File: config.mk
export PLATFORM = sky130hd
export DESIGN_NAME = shf8_unit
export DESIGN_NICKNAME = d
export VERILOG_FILES = /design/src/rtl/shf8_pkg.sv /design/src/rtl/shf8_core.sv /design/src/rtl/shf8_stage.sv /design/src/rtl/shf8_unit.sv
export SDC_FILE = /design/constraint.sdc
export NUM_CORES = 1
export LEC_CHECK = 0
export BUFFER_PORTS_ARGS = -buffer_cell sky130_fd_sc_hd__buf_2
export CELL_PAD_IN_SITES_DETAIL_PLACEMENT = 1
export CELL_PAD_IN_SITES_GLOBAL_PLACEMENT = 2
export CORE_ASPECT_RATIO = 1.5
export CORE_MARGIN = 3
export CORE_UTILIZATION = 23
export CTS_CLUSTER_DIAMETER = 60
export DETAILED_ROUTE_END_ITERATION = 10
export PLACE_DENSITY = 0.72
export SLEW_MARGIN = 20
export SYNTH_ARGS = -nofsm -noshare
export SYNTH_HDL_FRONTEND = slang
export SYNTH_SLANG_ARGS = --single-unit
File: constraint.sdc
create_clock -name clk -period 1 [get_ports clk]
set_input_delay 0.05 -clock clk [delete_from_list [all_inputs] [get_ports clk]]
set_output_delay 0.05 -clock clk [all_outputs]
set_load 0.05 [all_outputs]
File: src/rtl/shf8_pkg.sv
package shf8_pkg;
    localparam int unsigned WORD_W = 8;
    localparam int unsigned OP_W   = 2;

    typedef enum logic [OP_W-1:0] {
        OP_ASR  = 2'b00,
        OP_PASS = 2'b01,
        OP_ROL  = 2'b10,
        OP_ROR  = 2'b11
    } shf_op_e;
endpackage

File: src/rtl/shf8_core.sv
module shf8_core
    import shf8_pkg::*;
#(
    parameter int unsigned W = WORD_W
) (
    input  logic [W-1:0]    d,
    input  logic [OP_W-1:0] op,
    output logic [W-1:0]    s
);
    localparam int unsigned LAST = W - 1;

    shf_op_e op_e;
    assign op_e = shf_op_e'(op);

    for (genvar i = 0; i < W; i++) begin : g_slice
        logic from_lo;   // source bit for a move toward higher index
        logic from_hi;   // source bit for a move toward lower index
        logic asr_src;

        if (i == 0) begin : g_first
            assign from_lo = d[LAST];
            assign asr_src = d[0];
        end else begin : g_mid_lo
            assign from_lo = d[i-1];
            assign asr_src = d[i-1];
        end

        if (i == LAST) begin : g_last
            assign from_hi = d[0];
        end else begin : g_mid_hi
            assign from_hi = d[i+1];
        end

        always_comb begin
            unique case (op_e)
                OP_ASR:  s[i] = asr_src;
                OP_PASS: s[i] = d[i];
                OP_ROL:  s[i] = from_hi;
                OP_ROR:  s[i] = from_lo;
                default: s[i] = d[i];
            endcase
        end
    end
endmodule

File: src/rtl/shf8_stage.sv
module shf8_stage #(
    parameter int unsigned W = 8
) (
    input  logic         clk,
    input  logic         rst_n,
    input  logic         load,
    input  logic [W-1:0] d,
    output logic [W-1:0] q,
    output logic         q_valid
);
    always_ff @(posedge clk or negedge rst_n) begin
        if (!rst_n) begin
            q       <= '0;
            q_valid <= 1'b0;
        end else begin
            q_valid <= load;
            if (load) begin
                q <= d;
            end
        end
    end
endmodule

File: src/rtl/shf8_unit.sv
module shf8_unit
    import shf8_pkg::*;
(
    input  logic              clk,
    input  logic              rst_n,
    input  logic              in_valid,
    input  logic [WORD_W-1:0] data_in,
    input  logic [OP_W-1:0]   op_sel,
    output logic [WORD_W-1:0] comb_out,
    output logic [WORD_W-1:0] res_out,
    output logic              res_valid
);
    shf8_core #(.W(WORD_W)) u_core (
        .d  (data_in),
        .op (op_sel),
        .s  (comb_out)
    );

    shf8_stage #(.W(WORD_W)) u_stage (
        .clk     (clk),
        .rst_n   (rst_n),
        .load    (in_valid),
        .d       (comb_out),
        .q       (res_out),
        .q_valid (res_valid)
    );
endmodule

Word level (Yosys, flattened, before mapping)

Cells that the tools add are included.

Multiplexer cells: 8
Reductions and logical operators: 3
Equality and inequality tests: 3

Operator list:

| kind                                                                   | number |
|---|---|
| 1-bit one-hot mux with 3 select lines                                  | 8 |
| 2-bit equality test (second input constant)                            | 2 |
| 2-bit OR reduction                                                     | 2 |
| 2-bit by 1-bit equality test with 1-bit output (second input constant) | 1 |
| 2-bit zero test                                                        | 1 |

Output and inout port bits: 17
Register bits: 9
Bits of input ports: 13

Depth between registers and ports, before layout

Gate-level depths: netlist of the first run.

Word-level depth: 3
Gate-level depth with buffers: 5
Gate-level depth less buffers: 4

Cells and area by module

From an unflattened synthesis of the first run, not the netlist that was laid out.

Cell total of the unflattened synthesis: 48
Area total of the unflattened synthesis: 554.3 sq um

Modules (own cells, without submodules):

| module     | seq. area each (sq um) | cells an instance | instances | area each (sq um) |
|---|---|---|---|---|
| shf8_stage | 225.2                  | 18                | 1         | 356.6 |
| shf8_core  | 0.0                    | 30                | 1         | 197.7 |

Worst setup path before layout of the first run

OpenSTA, ideal clock, no wires.

Kind: input-to-output
From: input port op_sel[0]
To: output port comb_out[7]
Path buffers: 0
Stages on the path: 4
Arrival time: 1.226 ns
Setup slack: -0.276 ns
Cell sequence: inv_1 ha_1 a221oi_1 nor2_1

Word-level cells in the longest chain between the ends: 3
Elaborated cells on any way between the ends: 6
Classes of those cells: 3 x eq/ne; 1 x mux; 2 x reduce/logical

Ends and longest elaborated chain:

| item                                                          | line            | text |
|---|---|---|
| from (decl)                                                   | shf8_unit.sv:8  | `input logic [OP_W-1:0] op_sel,` |
| 2-bit equality test / 2-bit zero test (equally long branches) | shf8_core.sv:35 | `unique case (op_e)` |
| 2-bit OR reduction (no source line)                           | -               |  |
| 1-bit one-hot mux with 3 select lines (*)                     | shf8_core.sv:35 |  |
| to (decl)                                                     | shf8_unit.sv:9  | `output logic [WORD_W-1:0] comb_out,` |

Every way passes the cells marked *; elsewhere a longest branch is shown, timed or not.

Worst setup path in the final report of the first run

From: input port op_sel[1]
To: output port comb_out[5]

The elaborated chain is that of the path after synthesis.

==> reports/metrics.cfg, run 1 <==
[setup_path]
path_class=input port to primary output
start_kind=input port
path_cells=buf_8 > ha_4 > a221oi_4 > buf_6 > nor2_4 > buf_6
crit_arrival_ns=1.07
cpMaxStageDelayCell=ha_4
crit_required_ns=0.95
r2r_end=u_stage.q[2]
r2r_slack_ns=0.33
critPathMaxFanout=7
critical-path-max-stage-delay_ns=0.31
worst-r2r-cell-count=2
cpMostUsedCell=buf_6
r2r-start=u_stage.q[2]
cp_top_family=buffers and inverters
crit_buf_inv=3
crit_path_end_kind=primary output

[drt]
ant_nets=0
drt_pre_antenna_iters=2
wire_per_inst_um=15.9
wl_mm=1.99
route.detailed.drc=0
vias=624
via_per_inst=4.99
drtIter0Drc=6

[status]
status=finished, violations left
violations=setup timing

[timing]
period_minus_slack_ns=1.12
final.setup.worst_slack_ns=-0.122
clock.fmax_ghz=0.891
tightest_slew_ns=0.311
hold_viol_final=0
setup_viol=9
fin_skew_ns=0
slew_violations=0
setup_tns_ns=-0.644
rsz0062_at_grt=true
timing.final.crit_share=1.12
maxSlewHeadroom=0.792

[synthesis]
synth_nets=74
synth-seq-cells=9
synth_cell_type_count=15
yosysSeqAreaShare=0.405
syn-cell-area_um2=556
yosysWarnings=0
syn_inst=58
avgSynthCellArea_um2=9.58

[cells_and_area]
syn_to_final_growth_pct=109
final_common_cell=buf_2
final_cells=125
nNetsFinal=119
diodes=0
seq_area_um2=225
final_cell_mix=buf_2 (19), buf_4 (10), dfrtp_1 (9), buf_6 (8)
multi_input_comb_area_um2=513
n_fill_cell=251
drive_above_1_share=0.696

[placement]
port_buffers=29
place_inst=112
place_ws_ns=-0.317
dp_hpwl_mm=1.38
place_congestion=0.713

[floorplan]
ios=30
start_util=0.246
rows=21
fp.dieH_um=66.2
coreArea_um2=2260
dieWidth_um=46.1
die_area_um2=3050

[power_and_ir_drop]
power.density_nw_per_um2=1350
total_power_w=0.00156
ir_worst_vdd_mv=0.400
p_leak_nw=0.504

[flow_run]
cap_violations=0

[clock_tree]
clockRootBuffer=clkbuf_4
cts_tree=built
clk_latency_ns=0.26
clk_pin_slew_worst_paths_ns=0.06
clock_sinks=9
cts_max_level=1
cts_buffers=3
clockBufferDepth=2

[worst_hold_path]
hold_end=u_stage.q_valid
worstHoldPathType=input port to flop
min-delay-start=in_valid
hold_depth=1

[grt]
grt.total_usage=0.150
grt_pass1_wl_mm=3.24
grt-ovfl-total=0
grt_pass1_vias=680
antenna_found_initial=0
grt_max_degree=15

-- sequential cells by signal, summed over array words and instances, names as in the netlist --
signal and flops:
u_stage.q 8, u_stage.q_valid 1
-- repair_timing --
action | 4_1_cts | 5_1_grt
buffers inserted | 6 | 2
pin swaps | 16 | 3
endpoints found under the setup margin | 8 | 9
endpoints found under the hold margin | 9 | 0
gates resized for setup | 38 | 3
hold buffers | 1 | 0
-- synthesized netlist by cell type, drive strengths merged --
library cell	instances	share of area
dfrtp	9	0.41
nor2	8	0.054
buf	2	0.029
a31oi	1	0.011
or3b	1	0.020
a22oi	1	0.014
inv	3	0.020
o31ai	7	0.095
nor2b	7	0.079
ha	3	0.068
nand2	1	0.0068
clkbuf	1	0.0090
nand2b	7	0.079
a221oi	7	0.11
-- per-stage QoR --
stage	instance area (um^2)	util	hold WS, ns
6_report	1160	0.514	0.0126
2_1_floorplan	662	-	-0.246
3_5_place_dp	877	0.388	-0.0835
4_1_cts	1130	0.500	0.00536
5_1_grt	1160	0.514	0.0120
3_3_place_gp	877	0.388	-0.0909
-- power by group --
group          internal, W  total (W)  switching, W
logic             0.000327   0.000863      0.000536
clock network     0.000153   0.000276      0.000122
registers         0.000407   0.000426     0.0000192
-- per-layer routing --
metal	track usage	wire, um
met1	0.169	792
met2	0.257	1110
met3	0.0163	68
met4	0.0854	21
met5	0	0
-- cell families (layout without fill, tap and decap cells) --
group / Yosys count / in the layout / share of synthesized area
AO/OA/AOI/OAI: 16 / 16 / 0.230
adder cells (fa/ha/maj): 3 / 3 / 0.0676
buffers and inverters: 6 / 50 / 0.0585
flip-flops: 9 / 9 / 0.405
AND/OR/NAND/NOR: 24 / 24 / 0.239
-- layout make-up --
cell class | count | area share
tap | 23 | 0.0248
clock buffer | 4 | 0.0226
multi-input combinational | 43 | 0.441
inverter | 3 | 0.0118
timing repair buffer | 43 | 0.306
sequential | 9 | 0.194
-- worst max-delay path by stage --
stage	from	end	slack, ns	cells past startpoint
floorplan	op_sel[0]	u_stage.q[7]	-0.04	4
global placement	op_sel[0]	comb_out[7]	-0.29	6
detailed placement	op_sel[0]	comb_out[7]	-0.32	6
CTS	op_sel[1]	comb_out[5]	-0.12	7
global route	op_sel[1]	comb_out[5]	-0.15	6
finish	op_sel[1]	comb_out[5]	-0.12	6
Note: power is estimated with default switching activity, not from simulation.
==> run 2, diff against run 1 <==
SKIP_LAST_GASP = 1   (was not set)
==> run 2 against run 1 <==
Compared with the run above:
- the flow still finishes with violations (setup timing)
- clock skew did not move
- combinational power barely moved
- cell count did not move
- hold slack improved by 0.0036 ns
- setup slack did not move
- global-route usage did not move
- sequential power barely moved
- largest cell class unchanged
==> reports/metrics.cfg, run 2 (synthesized netlist as in run 1, its figures left out) <==
[status]
status=finished, violations left
violations=setup timing

[clock_tree]
clockBufferDepth=2  ; unchanged
cts_buffers=3  ; unchanged
cts_tree=built
clk_pin_slew_worst_paths_ns=0.06  ; about the same
clk_latency_ns=0.25  ; about the same
clock_sinks=9  ; unchanged
clockRootBuffer=clkbuf_4
cts_max_level=1  ; unchanged

[timing]
fin_skew_ns=0  ; unchanged
setup_viol=9  ; unchanged
slew_violations=0  ; unchanged
final.setup.worst_slack_ns=-0.122  ; unchanged
clock.fmax_ghz=0.891  ; unchanged
tightest_slew_ns=0.317  ; +0.00600 ns
rsz0062_at_grt=true
maxSlewHeadroom=0.788  ; -0.00400
hold_ws_ns=0.0161  ; +0.00357 ns
timing.final.crit_share=1.12  ; unchanged
hold_viol_final=0  ; unchanged
period_minus_slack_ns=1.12  ; unchanged

[floorplan]
start_util=0.246  ; unchanged
ios=30  ; unchanged
die_area_um2=3050  ; unchanged
rows=21  ; unchanged
fp.dieH_um=66.2  ; unchanged
dieWidth_um=46.1  ; unchanged
coreArea_um2=2260  ; unchanged

[setup_path]
cpMaxStageDelayCell=ha_4
critical-path-max-stage-delay_ns=0.31  ; about the same
crit_required_ns=0.95  ; about the same
crit_path_end_kind=primary output
path_class=input port to primary output
start_kind=input port
cpMostUsedCell=buf_6
path_cells=buf_8 > ha_4 > a221oi_4 > buf_6 > nor2_4 > buf_6
critPathMaxFanout=7  ; unchanged
crit_arrival_ns=1.07  ; about the same

[drt]
via_per_inst=4.98  ; -0.32%
wl_mm=1.99  ; -0.25%
drtIter0Drc=4  ; -2
vias=622  ; -0.32%
route.detailed.drc=0  ; unchanged
ant_nets=0  ; unchanged
drt_pre_antenna_iters=2  ; unchanged
wire_per_inst_um=15.9  ; -0.25%

[grt]
antenna_found_initial=0  ; unchanged
grt.total_usage=0.150  ; unchanged
grt_max_degree=15  ; unchanged
grt_pass1_wl_mm=3.24  ; unchanged
grt_pass1_vias=681  ; +0.15%
grt-ovfl-total=0  ; unchanged

[cells_and_area]
nNetsFinal=119  ; unchanged
drive_above_1_share=0.696  ; unchanged
diodes=0  ; unchanged
final_cell_mix=buf_2 (19), buf_4 (10), dfrtp_1 (9), buf_6 (8)
top_register=u_stage.q
reg_top3=u_stage.q x8, u_stage.q_valid x1
largest_reg_flops=8  ; unchanged
syn_to_final_growth_pct=109  ; unchanged
final_common_cell=buf_2
n_fill_cell=251  ; unchanged
utilization=0.514  ; unchanged

[power_and_ir_drop]
p_leak_nw=0.505  ; +0.11%
ir_worst_vdd_mv=0.400  ; +0.12%
power.density_nw_per_um2=1340  ; -0.24%

[placement]
dp_hpwl_mm=1.38  ; unchanged
port_buffers=29  ; unchanged
place_congestion=0.713  ; unchanged

[worst_hold_path]
worstHoldPathType=input port to flop

[flow_run]
cap_violations=0  ; unchanged

run 2: worst paths after layout:
check | start | endpoint | slack, ns | cells after the start
min in group asynchronous | rst_n | u_stage.q[0] | 0.17 | 2
worst min-delay path | in_valid | u_stage.q_valid | 0.02 | 1
worst max register to register | u_stage.q[2] | u_stage.q[2] | 0.33 | 2
worst max-delay path | op_sel[1] | comb_out[5] | -0.12 | 6
max in group asynchronous | rst_n | u_stage.q[7] | 0.65 | 2
worst min register to register | u_stage.q[6] | u_stage.q[6] | 0.48 | 2
run 2: timing repair:
item	4_1_cts	5_1_grt
pin swaps	16	4
hold buffers	1	0
cloned	0	0
setup buffers	6	2
endpoints found under the hold margin	9	0
endpoints found under the setup margin	8	9
resized for setup	37	4
run 2: cell type report:
cell class              count  area, um^2  share of cell area
clock buffers               4        26.3              0.0226
inverters                   3        13.8              0.0118
multi-input cells          43         513               0.441
flip-flops and latches      9         225               0.194
well taps                  23        28.8              0.0248
repair buffers             43         355               0.306
run 2: metrics by stage:
step / cell area (um^2) / setup WS [ns] / power [W] / setup TNS [ns] / cells
global route: 1160 / -0.148 / 0.00165 / -0.988 / 125
detailed placement: 877 / -0.317 / 0.00111 / -3.77 / 112
finish: 1160 / -0.122 / 0.00156 / -0.629 / 125
global placement: 877 / -0.287 / 0.00111 / -3.50 / 112
floorplan: 662 / -0.0386 / 0.000928 / -0.241 / 58
CTS: 1130 / -0.123 / 0.00155 / -0.569 / 123
run 2: layer usage:
metal	share of wire	wire, um	GRT usage	vias up
li1	-	-	-	300
met3	0.034	68	0.0163	2
met5	0	0	0	-
met2	0.56	1110	0.257	18
met1	0.40	791	0.169	302
met4	0.011	21	0.0854	0
run 2: report_power, final:
group          leakage [nW]  internal, W  switching [W]
Combinational         0.380     0.000326       0.000536
Clock                0.0150     0.000153       0.000119
Sequential            0.109     0.000407      0.0000194
run 2: critical path, delay by kind of cell:
family | cells | cell delay (ns)
and+or+nand+nor | 1 | 0.03
AOI/OAI and AO/OA | 1 | 0.28
buffers and inverters | 3 | 0.39
adders and majority gates | 1 | 0.31
==> run 3, diff against run 2 <==
==> constraint.sdc (replaced) <==
create_clock -name clk -period 1 [get_ports clk]
set_input_delay 0.1 -clock clk [delete_from_list [all_inputs] [get_ports clk]]
set_output_delay 0.1 -clock clk [all_outputs]
set_load 0.05 [all_outputs]
==> run 3 against run 2 <==
Compared with the run above:
- die area did not move
- non-clock buffer count is 2 higher
- critical endpoint is now comb_out[2]
- the flow still finishes with violations (setup timing)
- count of clock-buffer cells in the layout did not move
- design area increased by 8.0%
- largest cell class unchanged
- global-route usage is 0.24 points higher
- power up 4.7%
- via count decreased by 1.4%
- routed wire length increased by 2.3%
- cell count is 1.6% higher
- fmax fell by 6.5%
==> reports/metrics.cfg, run 3 (synthesized netlist as in run 1, its figures left out) <==
[drt]
wl_met3_um=92  ; +35%
ant_nets=0  ; unchanged
drtIter0Drc=14  ; +10
wl_met1_um=797  ; +0.76%
wl_met2_mm=1.12  ; +1.4%
wire_per_inst_um=16.0  ; +0.66%
top_layer_used=met4
vias=613  ; -1.4%
drt_pre_antenna_iters=4  ; +2
route.detailed.drc=0  ; unchanged
wl_mm=2.03  ; +2.3%
via_per_inst=4.83  ; -3.0%

[setup_path]
worstSetupStartpoint=op_sel[0]
r2r-start=u_stage.q[3]
critPathMaxFanout=7  ; unchanged
crit_required_ns=0.90  ; -0.05 ns
start_kind=input port
crit_path_end_kind=primary output
crit_arrival_ns=1.10  ; +0.03 ns
path_class=input port to primary output

[floorplan]
coreArea_um2=2260  ; unchanged
start_util=0.246  ; unchanged
rows=21  ; unchanged
ios=30  ; unchanged
fp.dieH_um=66.2  ; unchanged
die_area_um2=3050  ; unchanged
dieWidth_um=46.1  ; unchanged

[clock_tree]
clk_pin_slew_worst_paths_ns=0.06  ; about the same
clk_latency_ns=0.26  ; about the same
clockRootBuffer=clkbuf_4
clock_sinks=9  ; unchanged
clockBufferDepth=2  ; unchanged
cts_tree=built
cts_buffers=3  ; unchanged
cts_max_level=1  ; unchanged

[grt]
grt_pass1_wl_mm=3.33  ; +2.7%
grt-ovfl-total=0  ; unchanged
grt_max_degree=11  ; -4
grt_pass1_vias=682  ; +0.15%
grt.total_usage=0.152  ; +0.00242
antenna_found_initial=0  ; unchanged

[flow_run]
cap_violations=0  ; unchanged

[power_and_ir_drop]
power.density_nw_per_um2=1300  ; -3.0%
p_leak_nw=0.536  ; +6.3%
ir_worst_vdd_mv=0.499  ; +25%

[cells_and_area]
n_fill_cell=238  ; -5.2%
final_cells=127  ; +1.6%
syn_to_final_growth_pct=126
nNetsFinal=121  ; +1.7%
reg_top3=u_stage.q x8, u_stage.q_valid x1
diodes=0  ; unchanged
top_register=u_stage.q
multi_input_comb_area_um2=572  ; +11%
final_cell_mix=buf_4 (13), buf_2 (12), clkbuf_4 (9), buf_6 (9), dfrtp_1 (9)
drive_above_1_share=0.721  ; +0.0251
final_common_cell=buf_4
seq_area_um2=225  ; unchanged
largest_reg_flops=8  ; unchanged
utilization=0.555  ; +0.0410

[timing]
fin_skew_ns=0  ; unchanged
hold_viol_final=0  ; unchanged
hold_ws_ns=0.121  ; +0.105 ns
final.setup.worst_slack_ns=-0.200  ; -0.0776 ns
period_minus_slack_ns=1.20  ; +0.0776 ns
maxSlewHeadroom=0.786  ; -0.00242
setup_viol=10  ; +1
tightest_slew_ns=0.321  ; +0.00363 ns
clock.fmax_ghz=0.834  ; -6.5%
slew_violations=0  ; unchanged
rsz0062_at_grt=true
timing.final.crit_share=1.20  ; +0.0776

[placement]
dp_hpwl_mm=1.38  ; +0.22%
place_ws_ns=-0.343  ; -0.0262 ns
port_buffers=29  ; unchanged
place_inst=112  ; unchanged
place_congestion=0.704  ; -1.3%

[status]
status=finished, violations left
violations=setup timing

[worst_hold_path]
worstHoldPathType=input port to flop
min-delay-start=in_valid

-- run 3: cell types whose count changed in the layout (fill, tap and decap cells not counted), moves of 2 or more --
cell | before | now
ha_2 | 2 | 0
nor2b_2 | 6 | 1
buf_4 | 10 | 13
buf_2 | 19 | 12
clkbuf_4 | 3 | 9
nor2b_4 | 0 | 6
-- run 3: per-layer routing --
layer  vias to the layer above  GRT usage
li1                        303          -
met1                       288      0.180
met2                        20      0.259
met3                         2     0.0245
met4                         0     0.0641
met5                         -          0
-- run 3: through the flow --
step                      instance area (um^2)  TNS, ns  power, W
after detailed placement                  1010    -3.99   0.00118
final                                     1250    -1.53   0.00163
after global routing                      1250    -1.91   0.00172
after global placement                    1010    -3.74   0.00118
after CTS                                 1210    -1.38   0.00161
after floorplan                            825  -0.0815  0.000998
-- run 3: area by class of cell --
type	count	share of cell area
flip-flops and latches	9	0.179
well taps	23	0.0229
clock buffers	4	0.0209
multi-input cells	43	0.456
inverters	3	0.0150
repair buffers	45	0.306
-- run 3: power breakdown --
group          leakage [nW]  total [W]  internal [W]  switching (W)
clock network        0.0150   0.000287      0.000154       0.000133
registers             0.109   0.000429      0.000407      0.0000219
logic                 0.412   0.000919      0.000367       0.000552
total                 0.536    0.00163      0.000928       0.000707
-- run 3: timing repair --
| action | 4_1_cts | 5_1_grt |
|---|---|---|
| hold buffers | 1 | 0 |
| endpoints found under the hold margin | 9 | 0 |
| setup endpoints to repair | 8 | 16 |
| buffers inserted | 7 | 4 |
| cloned | 0 | 0 |
| gates resized for setup | 27 | 9 |
| pin swaps | 5 | 1 |
-- run 3: path summary, 6_finish.rpt --
check	slack (ns)	depth (start not counted)	to
min in group asynchronous	0.23	2	u_stage.q[7]
max in group asynchronous	0.58	2	u_stage.q[3]
worst max-delay path	-0.20	7	comb_out[2]
worst min register to register	0.49	2	u_stage.q[7]
worst min-delay path	0.12	2	u_stage.q_valid
worst max register to register	0.35	2	u_stage.q[3]
-- run 3: critical path, stage by stage --
cell and delay (ns):
buf_8 0.11, buf_6 0.11, ha_4 0.15, buf_12 0.14, a221oi_4 0.28, nor2_4 0.05
buf_6 0.15
